[config.mk]
export PLATFORM = sky130hd
export DESIGN_NAME = exc_entry_unit
export DESIGN_NICKNAME = d
export VERILOG_FILES = /design/src/rtl/exc_pkg.sv /design/src/rtl/exc_classify.sv /design/src/rtl/exc_vector.sv /design/src/rtl/addr_mirror.sv /design/src/rtl/exc_entry_unit.sv
export SDC_FILE = /design/constraint.sdc
export NUM_CORES = 1
export LEC_CHECK = 0
export BUFFER_PORTS_ARGS = -buffer_cell sky130_fd_sc_hd__buf_2
export CAP_MARGIN = 10
export CELL_PAD_IN_SITES_DETAIL_PLACEMENT = 1
export CELL_PAD_IN_SITES_GLOBAL_PLACEMENT = 2
export CORE_ASPECT_RATIO = 1.4
export CORE_UTILIZATION = 29
export DETAILED_ROUTE_END_ITERATION = 16
export PLACE_DENSITY_LB_ADDON = 0.1
export REMOVE_ABC_BUFFERS = 1
export SYNTH_ARGS = -nofsm -noshare
export SYNTH_HDL_FRONTEND = slang
export SYNTH_SLANG_ARGS = --single-unit
export TNS_END_PERCENT = 5
[constraint.sdc]
create_clock -name clk -period 4.9 [get_ports clk]
set_input_delay 0.98 -clock clk [delete_from_list [all_inputs] [get_ports clk]]
set_output_delay 0.98 -clock clk [all_outputs]
set_load 0.05 [all_outputs]
[src/rtl/exc_pkg.sv]
package exc_pkg;
  localparam int EXC_IDX_W = 3;

  typedef enum logic [1:0] {
    CLS_ORD = 2'd0,
    CLS_DBG = 2'd1,
    CLS_BAD = 2'd2
  } exc_class_e;

  localparam logic [EXC_IDX_W-1:0] IDX_BREAK   = 3'd1;
  localparam logic [EXC_IDX_W-1:0] IDX_IBUS    = 3'd2;
  localparam logic [EXC_IDX_W-1:0] IDX_WATCH   = 3'd3;
  localparam logic [EXC_IDX_W-1:0] IDX_DBUS    = 3'd4;
  localparam logic [EXC_IDX_W-1:0] IDX_DIVZ    = 3'd5;
  localparam logic [EXC_IDX_W-1:0] IDX_IRQ     = 3'd6;
  localparam logic [EXC_IDX_W-1:0] IDX_SYSCALL = 3'd7;
endpackage

[src/rtl/exc_classify.sv]
module exc_classify
  import exc_pkg::*;
(
  input  logic [EXC_IDX_W-1:0] idx_i,
  output exc_class_e           cls_o
);
  // Index 6 belongs to the interrupt input only; a request carrying it is illegal.
  always_comb begin
    unique case (idx_i)
      IDX_BREAK, IDX_WATCH:                   cls_o = CLS_DBG;
      IDX_IBUS, IDX_DBUS, IDX_DIVZ, IDX_SYSCALL: cls_o = CLS_ORD;
      default:                                cls_o = CLS_BAD;
    endcase
  end
endmodule

[src/rtl/exc_vector.sv]
module exc_vector
  import exc_pkg::*;
#(
  parameter int AW    = 32,
  parameter int SHIFT = 5
) (
  input  logic [AW-1:0]        base_i,
  input  logic [EXC_IDX_W-1:0] idx_i,
  output logic [AW-1:0]        vec_o
);
  localparam int ALIGN = EXC_IDX_W + SHIFT;
  localparam logic [AW-1:0] LOW_MASK = AW'((64'd1 << ALIGN) - 64'd1);

  always_comb begin
    vec_o = (base_i & ~LOW_MASK) | (AW'(idx_i) << SHIFT);
  end
endmodule

[src/rtl/addr_mirror.sv]
module addr_mirror #(
  parameter int AW = 32
) (
  input  logic [AW-1:0] addr_i,
  input  logic          mirror_en_i,
  output logic [AW-1:0] phys_o,
  output logic          cacheable_o
);
  localparam logic [AW-1:0] TOP_BIT = AW'(1) << (AW - 1);

  always_comb begin
    phys_o      = mirror_en_i ? (addr_i & ~TOP_BIT) : addr_i;
    cacheable_o = ~addr_i[AW-1];
  end

  always_comb begin
    if (mirror_en_i === 1'b1) begin
      assert_mirror_top_clear_R11: assert (phys_o[AW-1] == 1'b0);
    end
  end
endmodule

[src/rtl/exc_entry_unit.sv]
module exc_entry_unit
  import exc_pkg::*;
#(
  parameter int AW         = 32,
  parameter int SHIFT      = 5,
  parameter bit SC_INPLACE = 1'b1
) (
  input  logic                 clk,
  input  logic                 rst_n,
  input  logic                 req_valid_i,
  input  logic [EXC_IDX_W-1:0] req_idx_i,
  input  logic [AW-1:0]        pc_i,
  input  logic [AW-1:0]        eba_i,
  input  logic [AW-1:0]        deba_i,
  input  logic                 remap_i,
  input  logic                 irq_i,
  input  logic                 sc_done_i,
  input  logic                 ie_wr_i,
  input  logic [2:0]           ie_wdata_i,
  input  logic [AW-1:0]        addr_i,
  input  logic                 mirror_en_i,
  output logic                 pc_load_o,
  output logic [AW-1:0]        pc_next_o,
  output logic [AW-1:0]        ea_o,
  output logic [AW-1:0]        ba_o,
  output logic [2:0]           ie_o,
  output logic                 err_o,
  output logic [AW-1:0]        phys_o,
  output logic                 cacheable_o
);
  localparam logic [AW-1:0] WORD_STEP = AW'(4);

  // reset synchronizer: asserts at once, releases on the clock
  logic [1:0] rst_pipe_q;
  logic       rst_ok;
  always_ff @(posedge clk or negedge rst_n) begin
    if (!rst_n) rst_pipe_q <= 2'b00;
    else        rst_pipe_q <= {rst_pipe_q[0], 1'b1};
  end
  assign rst_ok = rst_pipe_q[1];

  // decode
  exc_class_e           cls;
  logic                 sc_local, irq_take, do_err, do_dbg, do_ord, entry;
  logic [EXC_IDX_W-1:0] eff_idx;
  logic [AW-1:0]        base_sel, vec;

  exc_classify u_cls (.idx_i(req_idx_i), .cls_o(cls));

  generate
    if (SC_INPLACE) begin : g_sc
      assign sc_local = req_valid_i && (req_idx_i == IDX_SYSCALL) && sc_done_i;
    end else begin : g_no_sc
      assign sc_local = 1'b0;
    end
  endgenerate

  logic ie_q, eie_q, bie_q;

  always_comb begin
    irq_take = !req_valid_i && irq_i && ie_q;
    do_err   = req_valid_i && (cls == CLS_BAD);
    do_dbg   = req_valid_i && (cls == CLS_DBG);
    do_ord   = (req_valid_i && (cls == CLS_ORD) && !sc_local) || irq_take;
    entry    = do_dbg || do_ord;
    eff_idx  = req_valid_i ? req_idx_i : IDX_IRQ;
    base_sel = (do_dbg || remap_i) ? deba_i : eba_i;
  end

  exc_vector #(.AW(AW), .SHIFT(SHIFT)) u_vec (
    .base_i(base_sel), .idx_i(eff_idx), .vec_o(vec)
  );

  // next state
  logic          ie_d, eie_d, bie_d, ie_en;
  logic [AW-1:0] ea_d, ba_d, pcn_d;
  logic          ea_en, ba_en, pcn_en, load_d, err_d;

  always_comb begin
    ie_d   = ie_q;
    eie_d  = eie_q;
    bie_d  = bie_q;
    ie_en  = 1'b0;
    ea_d   = pc_i;
    ba_d   = pc_i;
    ea_en  = 1'b0;
    ba_en  = 1'b0;
    pcn_d  = vec;
    pcn_en = 1'b0;
    load_d = 1'b0;
    err_d  = do_err;
    if (do_dbg) begin
      ba_en  = 1'b1;
      bie_d  = ie_q;
      ie_d   = 1'b0;
      ie_en  = 1'b1;
      pcn_en = 1'b1;
      load_d = 1'b1;
    end else if (do_ord) begin
      ea_en  = 1'b1;
      eie_d  = ie_q;
      ie_d   = 1'b0;
      ie_en  = 1'b1;
      pcn_en = 1'b1;
      load_d = 1'b1;
    end else if (sc_local) begin
      pcn_d  = pc_i + WORD_STEP;
      pcn_en = 1'b1;
      load_d = 1'b1;
    end else if (!req_valid_i && ie_wr_i) begin
      {bie_d, eie_d, ie_d} = ie_wdata_i;
      ie_en  = 1'b1;
    end
  end

  // registers
  logic [AW-1:0] ea_q, ba_q, pcn_q;
  logic          load_q, err_q;

  always_ff @(posedge clk or negedge rst_ok) begin
    if (!rst_ok) begin
      ie_q   <= 1'b0;
      eie_q  <= 1'b0;
      bie_q  <= 1'b0;
      ea_q   <= '0;
      ba_q   <= '0;
      pcn_q  <= '0;
      load_q <= 1'b0;
      err_q  <= 1'b0;
    end else begin
      if (ie_en) begin
        ie_q  <= ie_d;
        eie_q <= eie_d;
        bie_q <= bie_d;
      end
      if (ea_en)  ea_q  <= ea_d;
      if (ba_en)  ba_q  <= ba_d;
      if (pcn_en) pcn_q <= pcn_d;
      load_q <= load_d;
      err_q  <= err_d;
    end
  end

  assign pc_load_o = load_q;
  assign pc_next_o = pcn_q;
  assign ea_o      = ea_q;
  assign ba_o      = ba_q;
  assign ie_o      = {bie_q, eie_q, ie_q};
  assign err_o     = err_q;

  addr_mirror #(.AW(AW)) u_mirror (
    .addr_i(addr_i), .mirror_en_i(mirror_en_i),
    .phys_o(phys_o), .cacheable_o(cacheable_o)
  );

  // checks
  assert_ord_entry_R3: assert property (@(posedge clk) disable iff (!rst_ok)
    (req_valid_i && (req_idx_i inside {3'd2, 3'd4, 3'd5}))
      |=> (ea_o == $past(pc_i)) && !ie_o[0] && (ie_o[1] == $past(ie_o[0])) && pc_load_o);

  assert_dbg_entry_R5: assert property (@(posedge clk) disable iff (!rst_ok)
    (req_valid_i && (req_idx_i inside {3'd1, 3'd3}))
      |=> (ba_o == $past(pc_i)) && !ie_o[0] && (ie_o[2] == $past(ie_o[0])) && $stable(ea_o));

  assert_irq_gated_R6: assert property (@(posedge clk) disable iff (!rst_ok)
    (!req_valid_i && irq_i && !ie_o[0]) |=> !pc_load_o && $stable(ea_o));

  assert_bad_idx_R8: assert property (@(posedge clk) disable iff (!rst_ok)
    (req_valid_i && (req_idx_i inside {3'd0, 3'd6}))
      |=> err_o && !pc_load_o && $stable(ie_o) && $stable(ea_o) && $stable(ba_o) && $stable(pc_next_o));

  assert_vec_align_R2: assert property (@(posedge clk) disable iff (!rst_ok)
    (pc_load_o && !$stable(ie_o[0])) |-> (pc_next_o[SHIFT-1:0] == '0));

  assert_load_pulse_R9: assert property (@(posedge clk) disable iff (!rst_ok)
    !(pc_load_o && err_o));
endmodule

==> reports/qor.csv, run 1 <==
metric,value,unit
period_share,54.92,%
cp.required,5130,ps
min-delay-path-class,flop to asynchronous set/reset pin,
yosys_warnings,0,
nets,742,
cts-htree-levels,3,
peakVddDrop,214.8,uV
track_usage,20.02,%
via_count,4066,
grtUsageMet3,8.491,%
final-setup-viol-count,0,
ctsRootBufferMaster,clkbuf_16,
grt_max_degree,60,
grt_pass1_vias,4475,
dpl.hpwl,13.20,mm
vias_per_cell,4.840,
dp_worst_setup_slack,1826,ps
status,completed,
timing.final.ws_setup,2209,ps
clock_latency,350,ps
slew_headroom,35.65,%
hold_violations,0,
endpoint_kind,flop,
fin_skew,6.726,ps
arrival,2920,ps
cts_resized,0,
n_antenna_cell,0,
p_leak,2.934,nW
ys_top_cells_by_count,"103 x dfrtp_1, 77 x mux2_2, 39 x buf_4, 28 x nand2_1, 26 x o21ai_0",
drc,0,
drive_gt1_share,51.66,%
port_buffers,197,
post_cts_buffers,0,
wl,17.75,mm
tns,0,ps
maxSlewViolCount,0,
route.antenna.remaining_nets,0,
start_util,29.75,%
initialDrtViolationCount,102,
cts_tree,done,
dieWidth,115.1,um
wl_per_cell,21.13,um
synth_edf_count,0,
area_growth,24.12,%
gr-usage-met2,33.21,%
dieArea,18470,um^2
worst-path-max-fanout,20,
ys_types,43,
rows,57,
syn_area,5197,um^2
grt_pass1_wl,26.97,mm
ys_seq_area_share,49.59,%
antenna_found_initial,0,
io_pins,276,
avgSynthCellArea,11.79,um^2
cts.sinks,103,
coreArea,17470,um^2
clockBufferDepth,2,
cts-buffers-inserted,9,
grt_most_used_layer,met2,
ctsHoldBuffers,0,
firstDrtPassIters,4,
yosys_register_bits,103,
yosysMostFrequentCell,dfrtp_1,
clkSlewWorstSetupHoldPaths,80,ps
synth_ff_type,dfrtp_1,
gp_congestion,0.6913,
min_period,2691,ps
worst-setup-path-type,primary input to flop,
max-cap-violations,0,
overflow,0,
grtUsageMet1,23.23,%
fmax,0.3716,GHz
rsz0062_at_grt,false,
cp-start-kind,primary input,
p_total,2.696,mW
reg2regPathDepth,4,
yosysTopAreaCellShare,49.59,%
worst_pin_slew,963.2,ps
chipHeight,160.4,um
async_reset_ff_share,100.0,%
p_per_area,418.0,nW/um^2
ys_top_cells_by_area,"dfrtp_1 50%, mux2_2 17%, buf_4 5.6%, xor2_1 3.2%, o21ai_0 2.5%",
synth_area_leader_cell,dfrtp_1,
syn_inst,441,
fillers,1992,
## sequential cells by signal, summed over array words and instances, names as in the netlist
register,flops
ie_q,1
ea_o,32
eie_q,1
bie_q,1
pc_next_o,32
ba_o,32
rst_pipe_q,2
pc_load_o,1
err_o,1
## path summary, 6_finish.rpt
path | start | end | slack [ps]
worst max-delay path | req_idx_i[0] | ea_o[29]$_DFFE_PN0P_ | 2210
worst min-delay path | rst_pipe_q[1]$_DFF_PN0_ | ea_o[13]$_DFFE_PN0P_ | 330
worst max register to register | ie_q$_DFFE_PN0P_ | ea_o[29]$_DFFE_PN0P_ | 2720
worst min register to register | rst_pipe_q[1]$_DFF_PN0_ | ea_o[13]$_DFFE_PN0P_ | 330
max in group asynchronous | rst_pipe_q[1]$_DFF_PN0_ | pc_next_o[21]$_DFFE_PN0P_ | 3320
min in group clk | rst_pipe_q[0]$_DFF_PN0_ | rst_pipe_q[1]$_DFF_PN0_ | 370
## through the flow
| step | instances | hold WS, ps | utilization, % | area, um^2 |
|---|---|---|---|---|
| 2_1_floorplan | 387 | 331.2 | - | 4836 |
| 3_3_place_gp | 824 | 337.7 | 35.33 | 6173 |
| 3_5_place_dp | 824 | 348.4 | 35.33 | 6173 |
| 4_1_cts | 840 | 362.8 | 36.92 | 6451 |
| 5_1_grt | 840 | 380.4 | 36.92 | 6451 |
| 6_report | 840 | 330.9 | 36.92 | 6451 |
## where the power goes
group	total (mW)	internal (mW)	switching, mW
logic	0.946	0.251	0.695
clock network	0.697	0.351	0.346
registers	1.05	0.981	0.0721
## worst max-delay path, stage by stage
cell	delay, ps
buf_2	140
nor2b_1	210
o22ai_1	140
a21oi_4	620
buf_4	420
mux2_2	380
## cell families after synthesis
logic type	after synthesis	share of synthesized area, %
multiplexers	87	18.70
XOR/XNOR	27	4.550
AND/OR/NAND/NOR	99	11.10
buffers and inverters	58	7.246
adder cells (fa/ha/maj)	1	0.2407
AO/OA/AOI/OAI	65	8.498
other	1	0.07215
flip-flops	103	49.59
## layout make-up
type | instances | area, um^2 | share of cell area [%]
inverters | 4 | 15.01 | 0.2327
flip-flops and latches | 103 | 2581 | 40.01
multi-input cells | 280 | 2266 | 35.12
well taps | 236 | 295.3 | 4.577
clock inverters | 7 | 52.55 | 0.8146
clock buffers | 9 | 225.2 | 3.491
repair buffers | 201 | 1016 | 15.75
## cell usage in the layout (no fill, tap or decap), types with 4 or more instances in the layout
master,count
o22ai_1,7
inv_1,4
o21ai_0,26
xnor2_1,8
a221oi_1,4
xor2_1,19
nor3_1,4
inv_6,4
dfrtp_1,102
nand2_1,28
nor2_1,15
nand3_1,16
mux2_2,77
mux2i_1,9
nand4_1,9
clkbuf_16,9
buf_2,197
a22oi_1,11
and3_1,6
buf_4,4
a21oi_1,4
## routing by layer
layer / part of all wire, % / wire (um)
met5: 0.45 / 79
met4: 1.1 / 192
met3: 9.3 / 1652
met2: 50 / 8885
met1: 39 / 6940
Note: power is estimated with default switching activity, not from simulation.
==> run 2: changes to the inputs <==
--- a/config.mk
+++ b/config.mk
@@ -10,7 +10,7 @@
 export CELL_PAD_IN_SITES_DETAIL_PLACEMENT = 1
 export CELL_PAD_IN_SITES_GLOBAL_PLACEMENT = 2
 export CORE_ASPECT_RATIO = 1.4
-export CORE_UTILIZATION = 29
+export CORE_UTILIZATION = 24
 export DETAILED_ROUTE_END_ITERATION = 16
 export PLACE_DENSITY_LB_ADDON = 0.1
 export REMOVE_ABC_BUFFERS = 1
==> constraint.sdc (replaced) <==
create_clock -name clk -period 2.4 [get_ports clk]
set_input_delay 0.48 -clock clk [delete_from_list [all_inputs] [get_ports clk]]
set_output_delay 0.48 -clock clk [all_outputs]
set_load 0.05 [all_outputs]
==> run 2 against run 1 <==
  * Register-to-register slack got worse by 2200 ps
  * Setup slack got worse by 1600 ps
  * Die area rose by 21%
  * Critical path depth fell by 1
  * Sequential cell count did not move
  * Global-route usage fell by 2.4 points
  * Clock power rose by 110%
  * Final area rose by 2.7%
==> reports/qor.csv, run 2 (synthesized netlist as in run 1, its figures left out) <==
metric,value,unit,change
worst_pin_slew,686.6,ps,was 963.2 ps
p_per_area,845.7,nW/um^2,was 418.0 nW/um^2
endpoint_kind,flop,,unchanged
wl,19.05,mm,was 17.75 mm
grt_pass1_wl,28.44,mm,was 26.97 mm
ctsHoldBuffers,1,,was 0
place_area,6324,um^2,was 6173 um^2
final_common_cell,buf_2,,unchanged
whs_path_depth,0,,
reg2regPathDepth,5,,was 4
chipHeight,176.1,um,was 160.4 um
period_share,76.29,%,
register_area,2581,um^2,unchanged
firstDrtPassIters,4,,unchanged
initialDrtViolationCount,112,,was 102
rows,63,,was 57
critPathTopFamily,simple AND/OR/NAND/NOR gates,,was compound AO/OA/AOI/OAI gates
maxSlewViolCount,0,,unchanged
min-delay-path-class,flop to flop,,was flop to asynchronous set/reset pin
ctsRootBufferMaster,clkbuf_16,,unchanged
p_leak,3.018,nW,was 2.934 nW
clkSlewWorstSetupHoldPaths,70,ps,was 80 ps
cts_resized,0,,unchanged
vias_per_cell,4.705,,was 4.840
cts-htree-levels,3,,unchanged
cp-start-kind,flop,,was primary input
clockBufferDepth,2,,unchanged
start_util,24.51,%,was 29.75%
antenna_found_initial,0,,unchanged
hold_violations,0,,unchanged
fmax,0.5462,GHz,
n_antenna_cell,0,,unchanged
multi_input_area,2266,um^2,unchanged
fillers,2391,,"was 1,992"
drc,0,,unchanged
cts-buffers-inserted,9,,unchanged
dieArea,22260,um^2,"was 18,470 um^2"
final_cell_area,6626,um^2,was 6451 um^2
hold_ws,355.5,ps,was 330.9 ps
io_pins,276,,unchanged
cp_slowest_cell,dfrtp_1,,was a21oi_4
cts.sinks,103,,unchanged
p_total,5.604,mW,was 2.696 mW
cpPeakStageDelay,440,ps,was 620 ps
clock_latency,360,ps,was 350 ps
cp.required,2630,ps,was 5130 ps
drive_gt1_share,52.44,%,was 51.66%
worst-path-max-fanout,10,,was 20
critical_path_depth,5,,was 6
final_cell_mix,"197 x buf_2, 102 x dfrtp_1, 77 x mux2_2, 28 x nand2_1, 26 x o21ai_0",,unchanged
peakVddDrop,325.7,uV,was 214.8 uV
worst-path-buf-inv,1,,was 2
grt_max_degree,55,,was 60
final_util,31.25,%,was 36.92%
post_cts_buffers,0,,unchanged
worstPathCellList,a21oi_1 -> or2_2 -> inv_1 -> nor2_1 -> a221oi_1,,was buf_2 -> nor2b_1 -> o22ai_1 -> a21oi_4 -> buf_4 -> mux2_2
overflow,0,,unchanged
route.antenna.remaining_nets,0,,unchanged
slew_headroom,54.22,%,was 35.65%
cts_tree,done,,unchanged
track_usage,17.64,%,was 20.02%
port_buffers,197,,unchanged
nets,754,,was 742
final-setup-viol-count,0,,unchanged
gp_congestion,0.7261,,was 0.6913
max-cap-violations,0,,unchanged
rsz0062_at_grt,false,,unchanged
dpl.hpwl,14.50,mm,was 13.20 mm
arrival,2060,ps,was 2920 ps
coreArea,21200,um^2,"was 17,470 um^2"
fin_skew,8.186,ps,was 6.726 ps
grt_pass1_vias,4462,,"was 4,475"
dieWidth,126.4,um,was 115.1 um
min_period,1831,ps,
status,completed,,unchanged
via_count,4122,,"was 4,066"
wl_per_cell,21.75,um,was 21.13 um
tns,0,ps,unchanged
worst-setup-path-type,flop to flop,,was primary input to flop
area_growth,27.49,%,was 24.12%
[run 2: power breakdown]
| part | internal (mW) | switching (mW) | leakage (nW) |
|---|---|---|---|
| Combinational | 0.534 | 1.43 | 1.64 |
| Clock | 0.772 | 0.720 | 0.146 |
| Sequential | 2.00 | 0.145 | 1.23 |
| Total | 3.31 | 2.30 | 3.02 |
[run 2: layout make-up]
type                       instances  area share, %
timing repair buffer             213          17.30
clock buffer                      11          3.814
tap                              260          4.909
sequential                       103          38.95
inverter                           4         0.2266
multi-input combinational        280          34.20
clock inverter                     5         0.6042
[run 2: worst paths after layout]
kind / start / slack [ps] / endpoint
setup / recovery: ie_q$_DFFE_PN0P_ / 570 / pc_next_o[20]$_DFFE_PN0P_
hold / removal: rst_pipe_q[0]$_DFF_PN0_ / 360 / rst_pipe_q[1]$_DFF_PN0_
setup reg to reg: ie_q$_DFFE_PN0P_ / 570 / pc_next_o[20]$_DFFE_PN0P_
hold reg to reg: rst_pipe_q[0]$_DFF_PN0_ / 360 / rst_pipe_q[1]$_DFF_PN0_
max in group asynchronous: rst_pipe_q[1]$_DFF_PN0_ / 1230 / ie_q$_DFFE_PN0P_
min in group asynchronous: rst_pipe_q[1]$_DFF_PN0_ / 370 / ea_o[14]$_DFFE_PN0P_
[run 2: stage by stage]
stage / setup slack, ps / cells
2_1_floorplan: -681.7 / 387
3_3_place_gp: 269.0 / 859
3_5_place_dp: 258.1 / 859
4_1_cts: 508.4 / 876
5_1_grt: 372.4 / 876
6_report: 569.2 / 876
[run 2: worst reg2reg max path: stages, from the launching register on]
cell and delay, ps:
dfrtp_1 440, a21oi_1 430, or2_2 380, inv_1 250
nor2_1 150, a221oi_1 60
[run 2: layer usage]
metal	part of all wire (%)	wire, um	vias up	track usage, %
met2	50	9553	148	29.53
met4	1.2	228	2	4.869
met5	0.35	67	-	2.262
met1	41	7781	2069	21.07
met3	7.5	1423	20	6.303
li1	-	-	1883	-
==> run 3: changes to the inputs <==
--- a/config.mk
+++ b/config.mk
@@ -10,7 +10,7 @@
 export CELL_PAD_IN_SITES_DETAIL_PLACEMENT = 1
 export CELL_PAD_IN_SITES_GLOBAL_PLACEMENT = 2
 export CORE_ASPECT_RATIO = 1.4
-export CORE_UTILIZATION = 24
+export CORE_UTILIZATION = 27
 export DETAILED_ROUTE_END_ITERATION = 16
 export PLACE_DENSITY_LB_ADDON = 0.1
 export REMOVE_ABC_BUFFERS = 1
==> constraint.sdc (replaced) <==
create_clock -name clk -period 1.8 [get_ports clk]
set_input_delay 0.36 -clock clk [delete_from_list [all_inputs] [get_ports clk]]
set_output_delay 0.36 -clock clk [all_outputs]
set_load 0.05 [all_outputs]
==> run 3 against run 2 <==
  * Register-to-register slack got worse by 380 ps
  * Clock-buffer cell count unchanged
  * Die area decreased by 11%
  * Final area increased by 6.3%
  * Non-clock buffer count increased by 50
  * Critical path depth unchanged
  * First-iteration DRC count decreased by 28%
  * Clock power increased by 32%
  * Fmax increased by 14%
  * Global-route usage increased by 2.2 points
  * Critical path type unchanged
  * Largest power group unchanged
==> reports/qor.csv, run 3 (synthesized netlist as in run 1, its figures left out) <==
metric,value,unit,change
intPower,4.499,mW,was 3.308 mW
overflow,0,,unchanged
dpl.hpwl,14.86,mm,was 14.50 mm
p_per_area,1072,nW/um^2,was 845.7 nW/um^2
arrival,1880,ps,was 2060 ps
worst-path-max-fanout,10,,unchanged
tns,0,ps,unchanged
wl,18.97,mm,was 19.05 mm
register_area,2581,um^2,unchanged
clkSlewWorstSetupHoldPaths,70,ps,about the same
cts-buffers-inserted,9,,unchanged
area_growth,35.53,%,was 27.49%
rsz0062_at_grt,false,,unchanged
p_leak,3.280,nW,was 3.018 nW
grt_pass1_vias,4784,,"was 4,462"
switching_share,40.43,%,was 40.97%
start_util,27.72,%,was 24.51%
slew_headroom,58.57,%,was 54.22%
p_total,7.552,mW,was 5.604 mW
chipHeight,166.2,um,was 176.1 um
hold_ws,260.9,ps,was 355.5 ps
fillers,2160,,"was 2,391"
drive_gt1_share,56.01,%,was 52.44%
hold_violations,0,,unchanged
cp.required,2070,ps,was 2630 ps
io_pins,276,,unchanged
status,completed,,unchanged
drc,0,,unchanged
initialDrtViolationCount,81,,was 112
cp-start-kind,flop,,unchanged
max-cap-violations,0,,unchanged
post_cts_buffers,0,,unchanged
combPwrFrac,36.4,%,was 35.1%
route.antenna.remaining_nets,0,,unchanged
grt_pass1_wl,29.01,mm,was 28.44 mm
final_util,37.57,%,was 31.25%
final_common_cell,buf_2,,unchanged
cts-htree-levels,3,,unchanged
maxSlewViolCount,0,,unchanged
multi_input_area,2266,um^2,unchanged
period_share,89.58,%,was 76.29%
coreArea,18750,um^2,"was 21,200 um^2"
vias_per_cell,4.777,,was 4.705
wl_per_cell,20.85,um,was 21.75 um
seq_power_share,37.7,%,was 38.3%
n_antenna_cell,0,,unchanged
port_buffers,197,,unchanged
min_period,1613,ps,was 1831 ps
reg2regPathDepth,5,,unchanged
via_count,4347,,"was 4,122"
cts.sinks,103,,unchanged
min-delay-path-class,primary input to flop,,was flop to flop
whs_path_depth,2,,was 0
peakVddDrop,444.0,uV,was 325.7 uV
nets,804,,was 754
clockBufferDepth,2,,unchanged
rows,59,,was 63
grt_max_degree,102,,was 55
gp_congestion,0.7384,,was 0.7261
ctsRootBufferMaster,clkbuf_16,,unchanged
p_switching,3.054,mW,was 2.296 mW
track_usage,19.87,%,was 17.64%
cts_resized,0,,unchanged
final_cell_mix,"197 x buf_2, 102 x dfrtp_1, 77 x mux2_2, 57 x buf_4, 28 x nand2_1",,"was 197 x buf_2, 102 x dfrtp_1, 77 x mux2_2, 28 x nand2_1, 26 x o21ai_0"
dieArea,19820,um^2,"was 22,260 um^2"
firstDrtPassIters,4,,unchanged
final-setup-viol-count,0,,unchanged
clock_latency,350,ps,was 360 ps
dieWidth,119.3,um,was 126.4 um
fmax,0.6201,GHz,was 0.5462 GHz
cts_tree,done,,unchanged
fin_skew,5.243,ps,was 8.186 ps
endpoint_kind,flop,,unchanged
worst_pin_slew,621.5,ps,was 686.6 ps
antenna_found_initial,0,,unchanged
clockPowerShare,25.9,%,was 26.6%
worst-setup-path-type,flop to flop,,unchanged
==> run 3: cell count changes in the layout (fill, tap and decap cells not counted) <==
cell,change
buf_12,+5
buf_4,+45
==> run 3: worst paths after layout <==
| path | from | end | slack (ps) |
|---|---|---|---|
| max in group asynchronous | rst_pipe_q[1]$_DFF_PN0_ | pc_next_o[7]$_DFFE_PN0P_ | 930 |
| worst max register to register | ie_q$_DFFE_PN0P_ | pc_next_o[8]$_DFFE_PN0P_ | 190 |
| worst max-delay path | ie_q$_DFFE_PN0P_ | pc_next_o[8]$_DFFE_PN0P_ | 190 |
| min in group asynchronous | rst_n | rst_pipe_q[1]$_DFF_PN0_ | 300 |
| worst min-delay path | pc_i[0] | pc_next_o[0]$_DFFE_PN0P_ | 260 |
| worst min register to register | rst_pipe_q[1]$_DFF_PN0_ | ea_o[14]$_DFFE_PN0P_ | 360 |
==> run 3: per-stage QoR <==
stage               cell area (um^2)  setup slack (ps)  cells
floorplan                       4836             -1282    387
global placement                6741            -92.91    893
detailed placement              6741            -106.7    893
CTS                             7044             150.8    910
global route                    7044             69.19    910
finish                          7044             187.5    910
==> run 3: layout make-up <==
cell class / instances / share of cell area (%)
multi-input combinational: 280 / 32.17
inverter: 4 / 0.2131
clock inverter: 5 / 0.5684
timing repair buffer: 263 / 22.49
clock buffer: 11 / 3.588
sequential: 103 / 36.64
tap: 244 / 4.334
==> run 3: layer usage <==
metal / part of all wire, % / routed length, um / global-route usage (%) / up-vias
li1: - / - / - / 1984
met1: 41 / 7791 / 23.92 / 2178
met2: 51 / 9608 / 33.59 / 168
met3: 6.7 / 1270 / 5.701 / 15
met4: 1.2 / 237 / 5.944 / 2
met5: 0.34 / 64 / 4.000 / -
==> run 3: critical path, stage by stage, from the launching register on <==
cell,delay (ps)
dfrtp_1,380
a21oi_1,450
a21oi_4,160
buf_4,210
and3_1,150
o22ai_1,160
==> run 3: power groups by stage <==
stage          logic, mW  clock network, mW  registers [mW]
3_5_place_dp        2.78                  0            2.90
6_report            2.75               1.96            2.85
5_1_grt             2.89               2.10            2.90
2_1_floorplan      0.548                  0            4.19
3_3_place_gp        2.75                  0            2.88
4_1_cts             2.79               2.03            2.86
==> run 3: repair_timing <==
item	4_1_cts	5_1_grt
setup endpoints to repair	0	0
endpoints found under the hold margin	2	0
hold buffers	1	0
